$ cat config.mk
export PLATFORM = sky130hd
export DESIGN_NAME = rcs_ref_selector
export DESIGN_NICKNAME = d
export VERILOG_FILES = /design/src/rtl/rcs_pkg.sv /design/src/rtl/rcs_remote_reg.sv /design/src/rtl/rcs_path.sv /design/src/rtl/rcs_ref_selector.sv
export SDC_FILE = /design/constraint.sdc
export NUM_CORES = 1
export LEC_CHECK = 0
export BUFFER_PORTS_ARGS = -buffer_cell sky130_fd_sc_hd__buf_2
export CAP_MARGIN = 30
export CORE_MARGIN = 2
export CORE_UTILIZATION = 56
export DETAILED_ROUTE_END_ITERATION = 10
export PLACE_DENSITY = 0.91
export SYNTH_ARGS = -nofsm -noshare
export SYNTH_HDL_FRONTEND = slang
export SYNTH_SLANG_ARGS = --single-unit
$ cat constraint.sdc
create_clock -name clk -period 29.8 [get_ports clk]
set_input_delay 7.45 -clock clk [delete_from_list [all_inputs] [get_ports clk]]
set_output_delay 7.45 -clock clk [all_outputs]
set_load 0.03 [all_outputs]
$ cat src/rtl/rcs_pkg.sv
package rcs_pkg;
  parameter int unsigned RCS_IDX_W = 4;

  typedef struct packed {
    logic                 vld;
    logic [RCS_IDX_W-1:0] idx;
  } rcs_sel_t;
endpackage

$ cat src/rtl/rcs_remote_reg.sv
module rcs_remote_reg #(
  parameter int unsigned REG_W  = 16,
  parameter int unsigned HALF_W = 8
) (
  input  logic                        clk,
  input  logic                        rst,
  input  logic [REG_W/HALF_W-1:0]     wr_half,
  input  logic [HALF_W-1:0]           wr_data,
  output logic [REG_W-1:0]            mask
);
  localparam int unsigned N_HALF = REG_W / HALF_W;

  for (genvar h = 0; h < N_HALF; h++) begin : g_half
    always_ff @(posedge clk) begin
      if (rst) begin
        mask[h*HALF_W +: HALF_W] <= '1;
      end else if (wr_half[h]) begin
        mask[h*HALF_W +: HALF_W] <= wr_data;
      end
    end
  end

  AST_MASK_HOLD: assert property (@(posedge clk) disable iff (rst)
    (wr_half == '0) |=> $stable(mask));
endmodule

$ cat src/rtl/rcs_path.sv
module rcs_path #(
  parameter int unsigned N_IN     = 14,
  parameter int unsigned PRIO_W   = 4,
  parameter int unsigned IDX_W    = rcs_pkg::RCS_IDX_W,
  parameter int unsigned XC_IDX   = 11,
  parameter bit          EXCL_XC  = 1'b0,
  parameter bit          HONOR_XC = 1'b0
) (
  input  logic                     clk,
  input  logic                     rst,
  input  logic [N_IN-1:0]          usable,
  input  logic [N_IN*PRIO_W-1:0]   prio_flat,
  input  logic                     force_xc,
  input  logic                     revertive,
  output logic [IDX_W-1:0]         sel_idx,
  output logic                     sel_vld,
  output logic                     sel_chg
);
  localparam logic [N_IN-1:0]  XC_BIT   = N_IN'(1) << XC_IDX;
  localparam logic [IDX_W-1:0] XC_IDX_V = IDX_W'(XC_IDX);

  logic [PRIO_W-1:0] prio [N_IN];
  logic [N_IN-1:0]   usable_eff;
  logic [N_IN-1:0]   sel_oh;

  for (genvar i = 0; i < N_IN; i++) begin : g_prio
    assign prio[i] = prio_flat[i*PRIO_W +: PRIO_W];
  end

  if (EXCL_XC) begin : g_excl
    assign usable_eff = usable & ~XC_BIT;
  end else begin : g_all
    assign usable_eff = usable;
  end

  assign sel_oh = N_IN'(1) << sel_idx;

  // best candidate: lowest nonzero priority, ties to lower index
  logic              best_found;
  logic [IDX_W-1:0]  best_idx;
  logic [PRIO_W-1:0] best_p;

  always_comb begin
    best_found = 1'b0;
    best_idx   = '0;
    best_p     = '1;
    for (int i = 0; i < N_IN; i++) begin
      if (usable_eff[i] && (prio[i] != '0) && (!best_found || (prio[i] < best_p))) begin
        best_found = 1'b1;
        best_p     = prio[i];
        best_idx   = IDX_W'(i);
      end
    end
  end

  logic              cur_ok;
  logic              xc_take;
  logic              nxt_vld;
  logic [IDX_W-1:0]  nxt_idx;

  assign cur_ok = sel_vld && |(usable_eff & sel_oh) && (prio[sel_idx] != '0);

  if (HONOR_XC) begin : g_force
    assign xc_take = force_xc && usable_eff[XC_IDX];
  end else begin : g_noforce
    assign xc_take = 1'b0;
  end

  always_comb begin
    if (xc_take) begin
      nxt_vld = 1'b1;
      nxt_idx = XC_IDX_V;
    end else if (!revertive && cur_ok) begin
      nxt_vld = 1'b1;
      nxt_idx = sel_idx;
    end else begin
      nxt_vld = best_found;
      nxt_idx = best_idx;
    end
  end

  always_ff @(posedge clk) begin
    if (rst) begin
      sel_vld <= 1'b0;
      sel_idx <= '0;
      sel_chg <= 1'b0;
    end else begin
      sel_vld <= nxt_vld;
      sel_idx <= nxt_idx;
      sel_chg <= (nxt_vld != sel_vld) || (nxt_idx != sel_idx);
    end
  end

  AST_SEL_USABLE: assert property (@(posedge clk) disable iff (rst)
    (sel_vld && !$past(rst)) |-> |($past(usable_eff) & sel_oh));
  AST_NONE_INVALID: assert property (@(posedge clk) disable iff (rst)
    (!$past(rst) && ($past(usable_eff) == '0)) |-> (!sel_vld && sel_idx == '0));
  AST_CHG_TRACKS: assert property (@(posedge clk) disable iff (rst)
    (!$past(rst)) |-> (sel_chg == (({sel_vld, sel_idx}) != $past({sel_vld, sel_idx}))));
  AST_KEEP_NONREV: assert property (@(posedge clk) disable iff (rst)
    ($past(!revertive && !xc_take && cur_ok) && !$past(rst)) |-> $stable({sel_vld, sel_idx}));

  if (EXCL_XC) begin : g_ast_excl
    AST_NO_XCONN: assert property (@(posedge clk) disable iff (rst)
      sel_vld |-> (sel_idx != XC_IDX_V));
  end
endmodule

$ cat src/rtl/rcs_ref_selector.sv
module rcs_ref_selector #(
  parameter int unsigned N_IN   = 14,
  parameter int unsigned PRIO_W = 4,
  parameter int unsigned VREG_W = 16,
  parameter int unsigned HALF_W = 8,
  parameter int unsigned XC_IDX = 11,
  parameter int unsigned IDX_W  = rcs_pkg::RCS_IDX_W
) (
  input  logic                     clk,
  input  logic                     rst,
  input  logic                     ms_pin,
  input  logic [N_IN-1:0]          loc_valid,
  input  logic                     rv_wr_lo,
  input  logic                     rv_wr_hi,
  input  logic [HALF_W-1:0]        rv_wr_data,
  input  logic [N_IN*PRIO_W-1:0]   main_prio,
  input  logic [N_IN*PRIO_W-1:0]   aux_prio,
  input  logic                     cfg_pbo_en,
  input  logic                     cfg_revertive,
  input  logic                     cfg_bw_acq,
  output logic [IDX_W-1:0]         main_sel_idx,
  output logic                     main_sel_vld,
  output logic                     main_sel_chg,
  output logic [IDX_W-1:0]         aux_sel_idx,
  output logic                     aux_sel_vld,
  output logic                     aux_sel_chg,
  output logic                     pbo_en,
  output logic                     revert_en,
  output logic                     bw_acq,
  output logic [VREG_W-1:0]        sts_local_valid
);
  import rcs_pkg::*;

  logic [VREG_W-1:0] rmt_mask;
  logic [N_IN-1:0]   usable;
  logic              slave;
  logic              rev_eff;

  rcs_remote_reg #(.REG_W(VREG_W), .HALF_W(HALF_W)) i_rmt (
    .clk     (clk),
    .rst     (rst),
    .wr_half ({rv_wr_hi, rv_wr_lo}),
    .wr_data (rv_wr_data),
    .mask    (rmt_mask)
  );

  assign usable  = loc_valid & rmt_mask[N_IN-1:0];
  assign slave   = !ms_pin;
  assign rev_eff = slave ? 1'b1 : cfg_revertive;

  rcs_path #(
    .N_IN(N_IN), .PRIO_W(PRIO_W), .IDX_W(IDX_W), .XC_IDX(XC_IDX),
    .EXCL_XC(1'b0), .HONOR_XC(1'b1)
  ) i_main (
    .clk       (clk),
    .rst       (rst),
    .usable    (usable),
    .prio_flat (main_prio),
    .force_xc  (slave),
    .revertive (rev_eff),
    .sel_idx   (main_sel_idx),
    .sel_vld   (main_sel_vld),
    .sel_chg   (main_sel_chg)
  );

  rcs_path #(
    .N_IN(N_IN), .PRIO_W(PRIO_W), .IDX_W(IDX_W), .XC_IDX(XC_IDX),
    .EXCL_XC(1'b1), .HONOR_XC(1'b0)
  ) i_aux (
    .clk       (clk),
    .rst       (rst),
    .usable    (usable),
    .prio_flat (aux_prio),
    .force_xc  (1'b0),
    .revertive (rev_eff),
    .sel_idx   (aux_sel_idx),
    .sel_vld   (aux_sel_vld),
    .sel_chg   (aux_sel_chg)
  );

  always_ff @(posedge clk) begin
    if (rst) begin
      pbo_en          <= 1'b0;
      revert_en       <= 1'b1;
      bw_acq          <= 1'b1;
      sts_local_valid <= '0;
    end else begin
      pbo_en          <= slave ? 1'b0 : cfg_pbo_en;
      revert_en       <= rev_eff;
      bw_acq          <= slave ? 1'b1 : cfg_bw_acq;
      sts_local_valid <= VREG_W'(loc_valid);
    end
  end

  AST_SLAVE_FLAGS: assert property (@(posedge clk) disable iff (rst)
    !$past(ms_pin) |-> (!pbo_en && revert_en && bw_acq));
  AST_SLAVE_XCONN: assert property (@(posedge clk) disable iff (rst)
    (!$past(rst) && $past(!ms_pin && usable[XC_IDX])) |->
      (main_sel_vld && main_sel_idx == IDX_W'(XC_IDX)));
  AST_STS_FOLLOW: assert property (@(posedge clk) disable iff (rst)
    !$past(rst) |-> (sts_local_valid == VREG_W'($past(loc_valid))));
endmodule

==> results.md, run 1 <==
- Status: finished clean
- VDD IR-drop max: 0.0000398 V
- Slew margin rel.: 31.9%
- Clock sink count: 43
- Cell Count, Final, Fillers Out: 1326
- Post-synth EDFFs: 0
- Share of layout cells above drive strength 1: 26.0%
- Initial DRC Count: 649
- Worst-Margin Slew: 1.01 ns
- Power per cell area: 65.5 mW/mm^2
- GR Overflow Total: 0
- Num CTS Buffers: 5
- Die Y: 119 microns
- Crit share post-route: 94.7%
- Drt drc: 0
- Htree depth: 2
- Setup Skew: 0.00564 ns
- FMAX: 35.5 MHz
- Clk Latency, worst-skew pair: 0.30 ns
- All-Layer GR Usage: 30.1%
- Site Rows: 41
- Post-CTS Hold Buffers: 0
- Reg2Reg Setup Slack: 8.90 ns
- Worst r2r src: i_rmt.mask[0]
- Crit Path Class: in2reg
- Avg Cell Area, Syn: 7.34 sq um
- Final WL: 22000 microns
- Hold Path Cell Cnt: 2
- Top FF cell, synth: dfxtp_1
- DP Wirelength: 18000 microns
- CP Launch Type: primary input
- Die Wd: 119 microns
- Max-Cap Viols: 0
- DIE AREA: 0.0141 sq mm
- Tmin final: 28.21 ns
- Setup crit end kind: flip-flop
- Placeable Area: 0.0127 sq mm
- Sink of the worst hold path: i_main.sel_idx[3]
- Final slew viol count: 0
- Worst min-delay path startpoint: i_main.sel_idx[3]
- Reg2reg path depth: 105
- Finished Cell Area: 0.00847 sq mm
- Initial antenna violation count: 2
- Wire per inst: 16.6 microns
- Synth-to-layout area growth: 15.2%
- # placed instances: 1313
- Worst Hold Class: reg2reg
- Routability Congestion: 0.953
- Longest Clk Path Bufs: 2
- IO Port Bufs: 166
- Most frequent CP cell: ha_1
- Worst endpoint required time: 29.94 ns
- CP max stage delay: 0.59 ns
- Async SR Flop Fraction: 0%
- Share of the yosys chip area belonging to registers: 11.7%
- Number of setup violations in the final report: 0
- Ports: 173
- Vias in the first global route: 7970
- Final hold viol count: 0
- Clock transition time at the flip-flop clock pins of the worst setup and hold paths: 0.07 ns
- Worst flop-to-flop path endpoint: i_main.sel_chg
- Mapped Area: 0.00735 sq mm
- Fin nets: 1346
- Leakage: 3.85 nW
- Total number of vias: 8549
- Seq cells post-synth: 43
- CP max-delay cell: or4_4
- Final ANT Viol Nets: 0
- Via/cell ratio: 6.45
- Initial DRT Pass Iterations: 5
- CTS tree: done
- Ys Warns: 0
- Largest net degree at the start of global routing: 44
- Initial core utilization: 57.8%
- Crit Path Max Fanout: 9
- Clock root buffer: clkbuf_16
- Post-synth cell types: 122
- Synth Instances: 1001
- Worst Path Arrival: 28.35 ns
- Dpl cell area: 0.00821 sq mm
- First-pass GRT wire length: 36100 microns
==> layer usage <==
metal / up-vias / track usage [%] / share of wire, %
li1: 4111 / - / -
met1: 4003 / 37.6 / 42
met2: 376 / 52.3 / 48
met3: 59 / 5.07 / 7.9
met4: 0 / 10.0 / 2.5
met5: - / 0 / 0
==> metrics by stage <==
stage | TNS, ns | setup slack [ns] | utilization [%] | power, mW | hold slack (ns)
2_1_floorplan | 0 | 3.27 | - | 0.394 | 0.530
6_report | 0 | 1.59 | 66.5 | 0.555 | 0.555
5_1_grt | -0.0388 | -0.0388 | 66.5 | 0.607 | 0.610
4_1_cts | 0 | 1.07 | 65.7 | 0.541 | 0.556
3_3_place_gp | 0 | 1.33 | 64.5 | 0.467 | 0.527
3_5_place_dp | 0 | 0.912 | 64.5 | 0.480 | 0.542
==> cell families (layout without fill, tap and decap cells) <==
family,after synthesis,count (layout),share of synthesized area [%]
adder cells (fa/ha/maj),55,55,9.31
AND/OR/NAND/NOR,391,391,27.8
buffers and inverters,96,246,6.16
multiplexers,47,47,7.92
XOR/XNOR,7,7,0.834
AO/OA/AOI/OAI,361,361,36.2
other,1,4,0.0510
flip-flops,43,43,11.7
==> flip-flops by register name, indices dropped and copies added, names as in the netlist <==
name	flops
revert_en	1
pbo_en	1
bw_acq	1
i_aux.sel_idx	4
i_main.sel_chg	1
i_main.sel_idx	4
i_main.sel_vld	1
i_aux.sel_chg	1
sts_local_valid	14
i_rmt.mask	14
i_aux.sel_vld	1
==> report_power, final <==
part	total (mW)	switching (mW)	internal, mW
sequential	0.0794	0.0139	0.0655
combinational	0.415	0.242	0.173
clock	0.0603	0.0284	0.0320
==> worst max path at each step <==
| stage | startpoint | end | slack [ns] | cells after the start |
|---|---|---|---|---|
| 2_1_floorplan | main_prio[1] | i_main.sel_chg | 3.27 | 107 |
| 3_3_place_gp | main_prio[1] | i_main.sel_chg | 1.33 | 107 |
| 3_5_place_dp | main_prio[1] | i_main.sel_chg | 0.91 | 107 |
| 4_1_cts | main_prio[1] | i_main.sel_chg | 1.07 | 107 |
| 5_1_grt | main_prio[1] | i_main.sel_chg | -0.04 | 107 |
| 6_report | main_prio[1] | i_main.sel_chg | 1.59 | 106 |
==> cells in the final DEF, fill, tap and decap left out, types with 6 or more instances in the layout <==
| master | instances |
|---|---|
| o211ai_1 | 9 |
| dfxtp_1 | 43 |
| nand3_1 | 19 |
| and2_1 | 7 |
| a21oi_1 | 67 |
| or4_1 | 7 |
| o21ai_0 | 60 |
| a311oi_1 | 6 |
| and2_2 | 9 |
| nand4_1 | 9 |
| o21a_1 | 16 |
| mux2_2 | 17 |
| nand2_1 | 99 |
| or2_2 | 15 |
| ha_1 | 53 |
| nand2b_1 | 14 |
| a211oi_1 | 11 |
| a2111oi_0 | 7 |
| nor4_1 | 20 |
| o31ai_1 | 8 |
| buf_2 | 166 |
| o22ai_1 | 8 |
| a31oi_1 | 18 |
| or3_1 | 6 |
| a21o_1 | 16 |
| o21ai_1 | 6 |
| inv_1 | 68 |
| nor3_1 | 15 |
| nor2_1 | 93 |
| nor2b_1 | 36 |
| mux2i_1 | 21 |
| a211o_1 | 20 |
==> layout make-up <==
type,instances,area (sq um)
Multi-Input combinational cell,863,6120
Clock inverter,3,26.3
Tap cell,172,215
Antenna cell,2,5.00
Sequential cell,43,861
Clock buffer,5,125
Timing Repair Buffer,170,861
Inverter,68,255
Fill cell,1157,4260
==> timing repair <==
action | in CTS | in global routing
resized for setup | 0 | 14
buffers inserted | 0 | 3
endpoints found under the setup margin | 0 | 5
==> worst max-delay path, delay by kind of cell <==
family	cells	cell delay [ns]
adder cells (fa/ha/maj)	13	3.95
multiplexers	5	1.24
buffers and inverters	12	1.06
AO/OA/AOI/OAI	42	8.74
AND/OR/NAND/NOR	34	5.83
==> synthesized netlist by cell type (all sizes together) (7+ instances only) <==
library cell / number / area, sq um
nand2: 100 / 378
nor2: 94 / 355
a21oi: 71 / 363
o21ai: 69 / 357
inv: 68 / 255
ha: 53 / 663
dfxtp: 43 / 861
nor2b: 36 / 225
a211o: 23 / 205
a31oi: 22 / 168
mux2i: 22 / 233
nand3: 22 / 125
a21o: 21 / 164
nor4: 21 / 138
mux2: 20 / 236
clkbuf: 19 / 85.1
o21a: 18 / 144
and2: 17 / 120
nor3: 17 / 96.4
or2: 16 / 100
a211oi: 14 / 123
nand2b: 14 / 87.6
o211ai: 10 / 80.1
o31ai: 10 / 93.8
nand4: 9 / 56.3
o22ai: 8 / 50.1
or3: 8 / 56.3
or4: 8 / 63.8
a2111oi: 7 / 61.3
buf: 7 / 70.1
o2111a: 7 / 88.8
Note: power is estimated with default switching activity, not from simulation.
==> inputs of run 2 (changes only) <==
--- a/config.mk
+++ b/config.mk
@@ -5,12 +5,13 @@
 export SDC_FILE = /design/constraint.sdc
 export NUM_CORES = 1
 export LEC_CHECK = 0
+export ABC_AREA = 1
 export BUFFER_PORTS_ARGS = -buffer_cell sky130_fd_sc_hd__buf_2
 export CAP_MARGIN = 30
 export CORE_MARGIN = 2
-export CORE_UTILIZATION = 56
+export CORE_UTILIZATION = 55
 export DETAILED_ROUTE_END_ITERATION = 10
-export PLACE_DENSITY = 0.91
+export PLACE_DENSITY = 0.83
 export SYNTH_ARGS = -nofsm -noshare
 export SYNTH_HDL_FRONTEND = slang
 export SYNTH_SLANG_ARGS = --single-unit
==> run 2 against run 1 <==
  * Final cell count increased by 10%
  * Via count decreased by 9.1%
  * Hold slack got worse by 0.096 ns
  * Sequential cell count unchanged
  * Clock power decreased by 12%
  * Fmax increased by 33%
  * Register-to-register slack improved by 6.6 ns
  * Count of clock-buffer cells in the layout increased by 1
  * Clock skew decreased by 0.0020 ns
  * Sequential share of layout area increased by 1.4 points
  * Global-route usage decreased by 0.52 points
  * Setup slack improved by 7.0 ns
==> results.md, run 2 <==
- Status: finished clean (unchanged)
- Setup Skew: 0.00362 ns (was 0.00564 ns)
- Final ANT Viol Nets: 0 (unchanged)
- Leakage: 4.40 nW (was 3.85 nW)
- Ports: 173 (unchanged)
- Top Layer Used: met4 (unchanged)
- Async SR Flop Fraction: 0% (unchanged)
- Post-CTS Hold Buffers: 0 (unchanged)
- Worst Path Arrival: 21.40 ns (was 28.35 ns)
- Initial core utilization: 55.7% (was 57.8%)
- Clock root buffer: clkbuf_16 (unchanged)
- CP max stage delay: 0.31 ns (was 0.59 ns)
- Final WL: 18500 microns (was 22000 microns)
- CTS tree: done (unchanged)
- Setup TNS: 0 ns (unchanged)
- Biggest regs: i_rmt.mask: 14 flops, sts_local_valid: 14 flops (unchanged)
- Most frequent CP cell: nand2_1 (was ha_1)
- Longest Clk Path Bufs: 2 (unchanged)
- Setup crit end kind: flip-flop (unchanged)
- Placeable Area: 0.0113 sq mm (was 0.0127 sq mm)
- Top FF cell, synth: dfxtp_1 (unchanged)
- Crit Path Class: in2reg (unchanged)
- Commonest cells after routing, fill and taps aside: nand2_1, buf_2, inv_1, nand3_1, nor2_1 (was buf_2, nand2_1, nor2_1, inv_1, a21oi_1)
- Final hold viol count: 0 (unchanged)
- CP max-delay cell: ha_1 (was or4_4)
- CP Launch Type: primary input (unchanged)
- Ys Warns: 0 (unchanged)
- Cell Count, Final, Fillers Out: 1458 (was 1326)
- Seq cells post-synth: 43 (unchanged)
- Leading cell type in the layout, fill and taps excluded: nand2_1 (was buf_2)
- WP buf/inv: 23 (was 12)
- First-pass GRT wire length: 31200 microns (was 36100 microns)
- Clock transition time at the flip-flop clock pins of the worst setup and hold paths: 0.06 ns (was 0.07 ns)
- Htree depth: 2 (unchanged)
- Clock sink count: 43 (unchanged)
- Crit Path Max Fanout: 10 (was 9)
- Slew margin rel.: 46.5% (was 31.9%)
- Share of layout cells above drive strength 1: 18.9% (was 26.0%)
- Synth Instances: 1143 (was 1001)
- Drt drc: 0 (unchanged)
- RSZ-0062 raised after global routing: false
- Die Y: 111 microns (was 119 microns)
- Commonest cells in the netlist: nand2_1, inv_1, nand3_1 (was nand2_1, nor2_1, a21oi_1)
- Vias in the first global route: 7232 (was 7970)
- Worst Hold Class: reg2reg (unchanged)
- Final slew viol count: 0 (unchanged)
- Initial DRT Pass Iterations: 5 (unchanged)
- Post-synth cell types: 36 (was 122)
- Area fraction of the dominant cell type after synthesis: 21.5% (was 11.7%)
- Share of the yosys chip area belonging to registers: 13.7% (was 11.7%)
- Worst endpoint required time: 29.98 ns (was 29.94 ns)
- Clk Latency, worst-skew pair: 0.29 ns (was 0.30 ns)
- GR Overflow Total: 0 (unchanged)
- Top post-synthesis cells by area: nand2_1, dfxtp_1, ha_1 (was dfxtp_1, ha_1, nand2_1)
- Largest net degree at the start of global routing: 24 (was 44)
- DP Wirelength: 15500 microns (was 18000 microns)
- Mapped Area: 0.00628 sq mm (was 0.00735 sq mm)
- Synth-to-layout area growth: 18.0% (was 15.2%)
- Post-CTS setup buffers: 0 (unchanged)
- Crit path max-delay family: compound AO/OA/AOI/OAI gates (unchanged)
- All-Layer GR Usage: 29.6% (was 30.1%)
- Max-Cap Viols: 0 (unchanged)
- Initial antenna violation count: 1 (was 2)
- Num CTS Buffers: 5 (unchanged)
- Total number of vias: 7769 (was 8549)
- Avg Cell Area, Syn: 5.50 sq um (was 7.34 sq um)
- Count leader, synth: nand2_1 (unchanged)
- Post-synth EDFFs: 0 (unchanged)
- Via/cell ratio: 5.33 (was 6.45)
- CTS resizes: 0 (unchanged)
- Number of setup violations in the final report: 0 (unchanged)
- Worst-Margin Slew: 0.783 ns (was 1.01 ns)
- IO Port Bufs: 170 (was 166)
- Fin nets: 1508 (was 1346)
- Metal3 WL: 1130 microns (was 1750 microns)
- VDD IR-drop max: 0.0000336 V (was 0.0000398 V)
- Cell taking the most area after synthesis: nand2_1 (was dfxtp_1)
- Site Rows: 39 (was 41)
- Wire per inst: 12.7 microns (was 16.6 microns)
- Power per cell area: 59.4 mW/mm^2 (was 65.5 mW/mm^2)
- # placed instances: 1449 (was 1313)
- FMAX: 47.1 MHz (was 35.5 MHz)
- Wl on met1: 7930 microns (was 9210 microns)
- Routability Congestion: 0.897 (was 0.953)
- Initial DRC Count: 597 (was 649)
- DIE AREA: 0.0123 sq mm (was 0.0141 sq mm)
- Met2 wire length: 8870 microns (was 10500 microns)
- Crit share post-route: 71.2% (was 94.7%)
- Tmin final: 21.22 ns (was 28.21 ns)
- Die Wd: 111 microns (was 119 microns)
## run 2: worst register-to-register path: cells and delay by family, from the launching register on
| family | cells | cell delay (ns) |
|---|---|---|
| AND/OR/NAND/NOR | 51 | 4.32 |
| adder cells (fa/ha/maj) | 13 | 3.85 |
| buffers and inverters | 23 | 1.32 |
| AO/OA/AOI/OAI | 24 | 4.43 |
| flip-flops | 1 | 0.34 |
## run 2: stage by stage
| step | cell area (sq um) | setup slack [ns] | hold slack [ns] | util [%] | total power [mW] |
|---|---|---|---|---|---|
| after floorplan | 6280 | 10.40 | 0.429 | - | 0.313 |
| after global placement | 7270 | 8.63 | 0.437 | 64.5 | 0.377 |
| after detailed placement | 7270 | 8.39 | 0.444 | 64.5 | 0.384 |
| after CTS | 7410 | 8.65 | 0.459 | 65.7 | 0.438 |
| after global routing | 7410 | 6.98 | 0.493 | 65.7 | 0.492 |
| final | 7410 | 8.58 | 0.460 | 65.8 | 0.440 |
## run 2: cell families after synthesis
logic type | Yosys count | synth area share [%]
adders and majority gates | 53 | 10.6
AOI/OAI and AO/OA | 153 | 13.7
buffers and inverters | 182 | 11.2
DFF | 43 | 13.7
xor gates and xnor gates | 2 | 0.279
and+or+nand+nor | 709 | 50.6
other | 1 | 0.0597
## run 2: power breakdown
group / leakage, nW / switching (mW) / internal [mW]
combinational: 3.97 / 0.204 / 0.111
clock: 0.0669 / 0.0222 / 0.0309
sequential: 0.359 / 0.00791 / 0.0646
total: 4.40 / 0.234 / 0.206
## run 2: worst paths after layout
check                startpoint  slack [ns]  cells after the start             end
setup reg to reg  i_rmt.mask[0]       15.51                    111  i_main.sel_chg
hold reg to reg   i_rmt.mask[9]        0.46                      2   i_rmt.mask[9]
hold / removal    i_rmt.mask[9]        0.46                      2   i_rmt.mask[9]
setup / recovery   main_prio[3]        8.58                    112  i_main.sel_chg
## run 2: final cells by class
class / count / area (sq um)
multi-input combinational: 919 / 4720
fill: 1130 / 3860
sequential: 43 / 861
timing repair buffer: 170 / 851
inverter: 174 / 656
tap: 143 / 179
clock buffer: 6 / 129
clock inverter: 2 / 12.5
antenna: 1 / 2.50
## run 2: layer usage
layer / global-route usage (%) / vias up
met2: 54.1 / 254
met3: 4.05 / 47
met5: 0 / -
met4: 10.8 / 0
li1: - / 4060
met1: 35.1 / 3408
==> inputs of run 3 (changes only) <==
==> constraint.sdc (replaced) <==
create_clock -name clk -period 22.3 [get_ports clk]
set_input_delay 5.575 -clock clk [delete_from_list [all_inputs] [get_ports clk]]
set_output_delay 5.575 -clock clk [all_outputs]
set_load 0.03 [all_outputs]
==> run 3 against run 2 <==
  * Wire length shrank 0.71%
  * Sequential cell count unchanged
  * Combinational power up 33%
  * Highest routed layer unchanged
  * Sequential share of layout area barely moved
  * Register-to-register slack worse by 7.5 ns
  * Clock power grew 41%
  * Non-clock buffer count unchanged
  * Largest cell class unchanged
  * Total power up 34%
  * Hold slack worse by 0.0036 ns
  * Via count rose by 0.15%
==> results.md, run 3 (synthesized netlist as in run 2, its figures left out) <==
- GR Overflow Total: 0 (unchanged)
- DP Wirelength: 15400 microns (was 15500 microns)
- Power per cell area: 79.7 mW/mm^2 (was 59.4 mW/mm^2)
- Finished Cell Area: 0.00742 sq mm (was 0.00741 sq mm)
- Htree depth: 2 (unchanged)
- RSZ-0062 raised after global routing: false (unchanged)
- Fin nets: 1508 (unchanged)
- Number of setup violations in the final report: 0 (unchanged)
- CTS tree: done (unchanged)
- CP max stage delay: 0.31 ns (about the same)
- Status: finished clean (unchanged)
- Cell Count, Final, Fillers Out: 1458 (unchanged)
- CP max-delay cell: ha_1 (unchanged)
- Finished Core Util: 65.9% (was 65.8%)
- Crit path max-delay family: compound AO/OA/AOI/OAI gates (unchanged)
- Worst endpoint required time: 22.49 ns (was 29.98 ns)
- Longest Clk Path Bufs: 2 (unchanged)
- Post-CTS setup buffers: 0 (unchanged)
- Fin Hold WS: 0.456 ns (was 0.460 ns)
- # placed instances: 1449 (unchanged)
- Dpl cell area: 0.00727 sq mm (unchanged)
- Clock transition time at the flip-flop clock pins of the worst setup and hold paths: 0.06 ns (about the same)
- Via/cell ratio: 5.34 (was 5.33)
- Slew margin rel.: 48.1% (was 46.5%)
- Initial antenna violation count: 0 (was 1)
- IO Port Bufs: 170 (unchanged)
- Share of layout cells above drive strength 1: 18.9% (unchanged)
- Wire per inst: 12.6 microns (was 12.7 microns)
- Initial core utilization: 55.7% (unchanged)
- Final hold viol count: 0 (unchanged)
- Largest net degree at the start of global routing: 24 (unchanged)
- Drt drc: 0 (unchanged)
- Worst Hold Class: reg2reg (unchanged)
- FMAX: 51.7 MHz
- Crit Path Class: in2reg (unchanged)
- Clock sink count: 43 (unchanged)
- CP Launch Type: primary input (unchanged)
- Setup Skew: 0.00454 ns (was 0.00362 ns)
- Tmin final: 19.33 ns
- Leading cell type in the layout, fill and taps excluded: nand2_1 (unchanged)
- Vias in the first global route: 7208 (was 7232)
- Setup crit end kind: flip-flop (unchanged)
- Final slew viol count: 0 (unchanged)
- CTS resizes: 0 (unchanged)
- VDD IR-drop max: 0.0000467 V (was 0.0000336 V)
- Placeable Area: 0.0113 sq mm (unchanged)
- Worst-Margin Slew: 0.759 ns (was 0.783 ns)
- Fillers: 1123 (was 1130)
- Site Rows: 39 (unchanged)
- Final WL: 18400 microns (was 18500 microns)
- Initial DRC Count: 571 (was 597)
- Num CTS Buffers: 5 (unchanged)
- Crit share post-route: 86.7%
- All-Layer GR Usage: 29.3% (was 29.6%)
- Leakage: 4.41 nW (was 4.40 nW)
- Max-Cap Viols: 0 (unchanged)
- DIE AREA: 0.0123 sq mm (unchanged)
- Pwr Total: 0.592 mW (was 0.440 mW)
- Total number of vias: 7781 (was 7769)
- Pre-CTS WS: 2.79 ns (was 8.39 ns)
- Clk Latency, worst-skew pair: 0.29 ns (about the same)
- Die Wd: 111 microns (unchanged)
- Routability Congestion: 0.893 (was 0.897)
- Initial DRT Pass Iterations: 6 (was 5)
- Crit Path Max Fanout: 10 (unchanged)
- Synth-to-layout area growth: 18.2% (was 18.0%)
- WP buf/inv: 22 (was 23)
- Clock root buffer: clkbuf_16 (unchanged)
- Final worst slack: 2.97 ns (was 8.58 ns)
- Biggest regs: i_rmt.mask: 14 flops, sts_local_valid: 14 flops (unchanged)
- Final ANT Viol Nets: 0 (unchanged)
- Die Y: 111 microns (unchanged)
- Worst Path Arrival: 19.52 ns (was 21.40 ns)
- Setup TNS: 0 ns (unchanged)
- Commonest cells after routing, fill and taps aside: nand2_1, buf_2, inv_1, nand3_1, nor2_1 (unchanged)
- First-pass GRT wire length: 31000 microns (was 31200 microns)
- Post-CTS Hold Buffers: 0 (unchanged)
- Ports: 173 (unchanged)
-- run 3: cell types whose count changed in the layout (fill, tap and decap cells not counted), sizes merged --
cell      previous run  this run
clkbuf               6         7
clkinvlp             1         0
-- run 3: area by class of cell --
| class | count | area (sq um) | share of cell area, % |
|---|---|---|---|
| Multi-Input combinational cell | 919 | 4720 | 63.6 |
| Sequential cell | 43 | 861 | 11.6 |
| Timing Repair Buffer | 170 | 851 | 11.5 |
| Inverter | 174 | 656 | 8.83 |
| Tap cell | 143 | 179 | 2.41 |
| Clock buffer | 7 | 143 | 1.92 |
| Clock inverter | 1 | 8.76 | 0.118 |
| Antenna cell | 1 | 2.50 | 0.0337 |
-- run 3: path summary, 6_finish.rpt --
check,start,to,slack [ns],cells after the start
worst max register to register,i_rmt.mask[0],i_main.sel_chg,8.03,109
worst max-delay path,main_prio[3],i_main.sel_chg,2.97,110
worst min-delay path,i_rmt.mask[9],i_rmt.mask[9],0.46,2
worst min register to register,i_rmt.mask[9],i_rmt.mask[9],0.46,2
-- run 3: metal layers --
layer / track usage (%) / part of all wire, % / vias up
met5: 0 / 0 / -
met1: 35.1 / 44 / 3464
met3: 3.94 / 5.7 / 41
met4: 9.33 / 2.6 / 0
met2: 53.7 / 48 / 205
li1: - / - / 4071
-- run 3: worst min-delay path, cell delays in order, from the launching register on --
cell	delay, ns
dfxtp_1	0.33
nand2_1	0.05
nand3_1	0.05
-- run 3: where the power goes --
group	internal [mW]	total [mW]	switching (mW)	leakage (nW)
Clock	0.0448	0.0751	0.0303	0.0741
Combinational	0.148	0.420	0.271	3.97
Sequential	0.0863	0.0970	0.0107	0.359
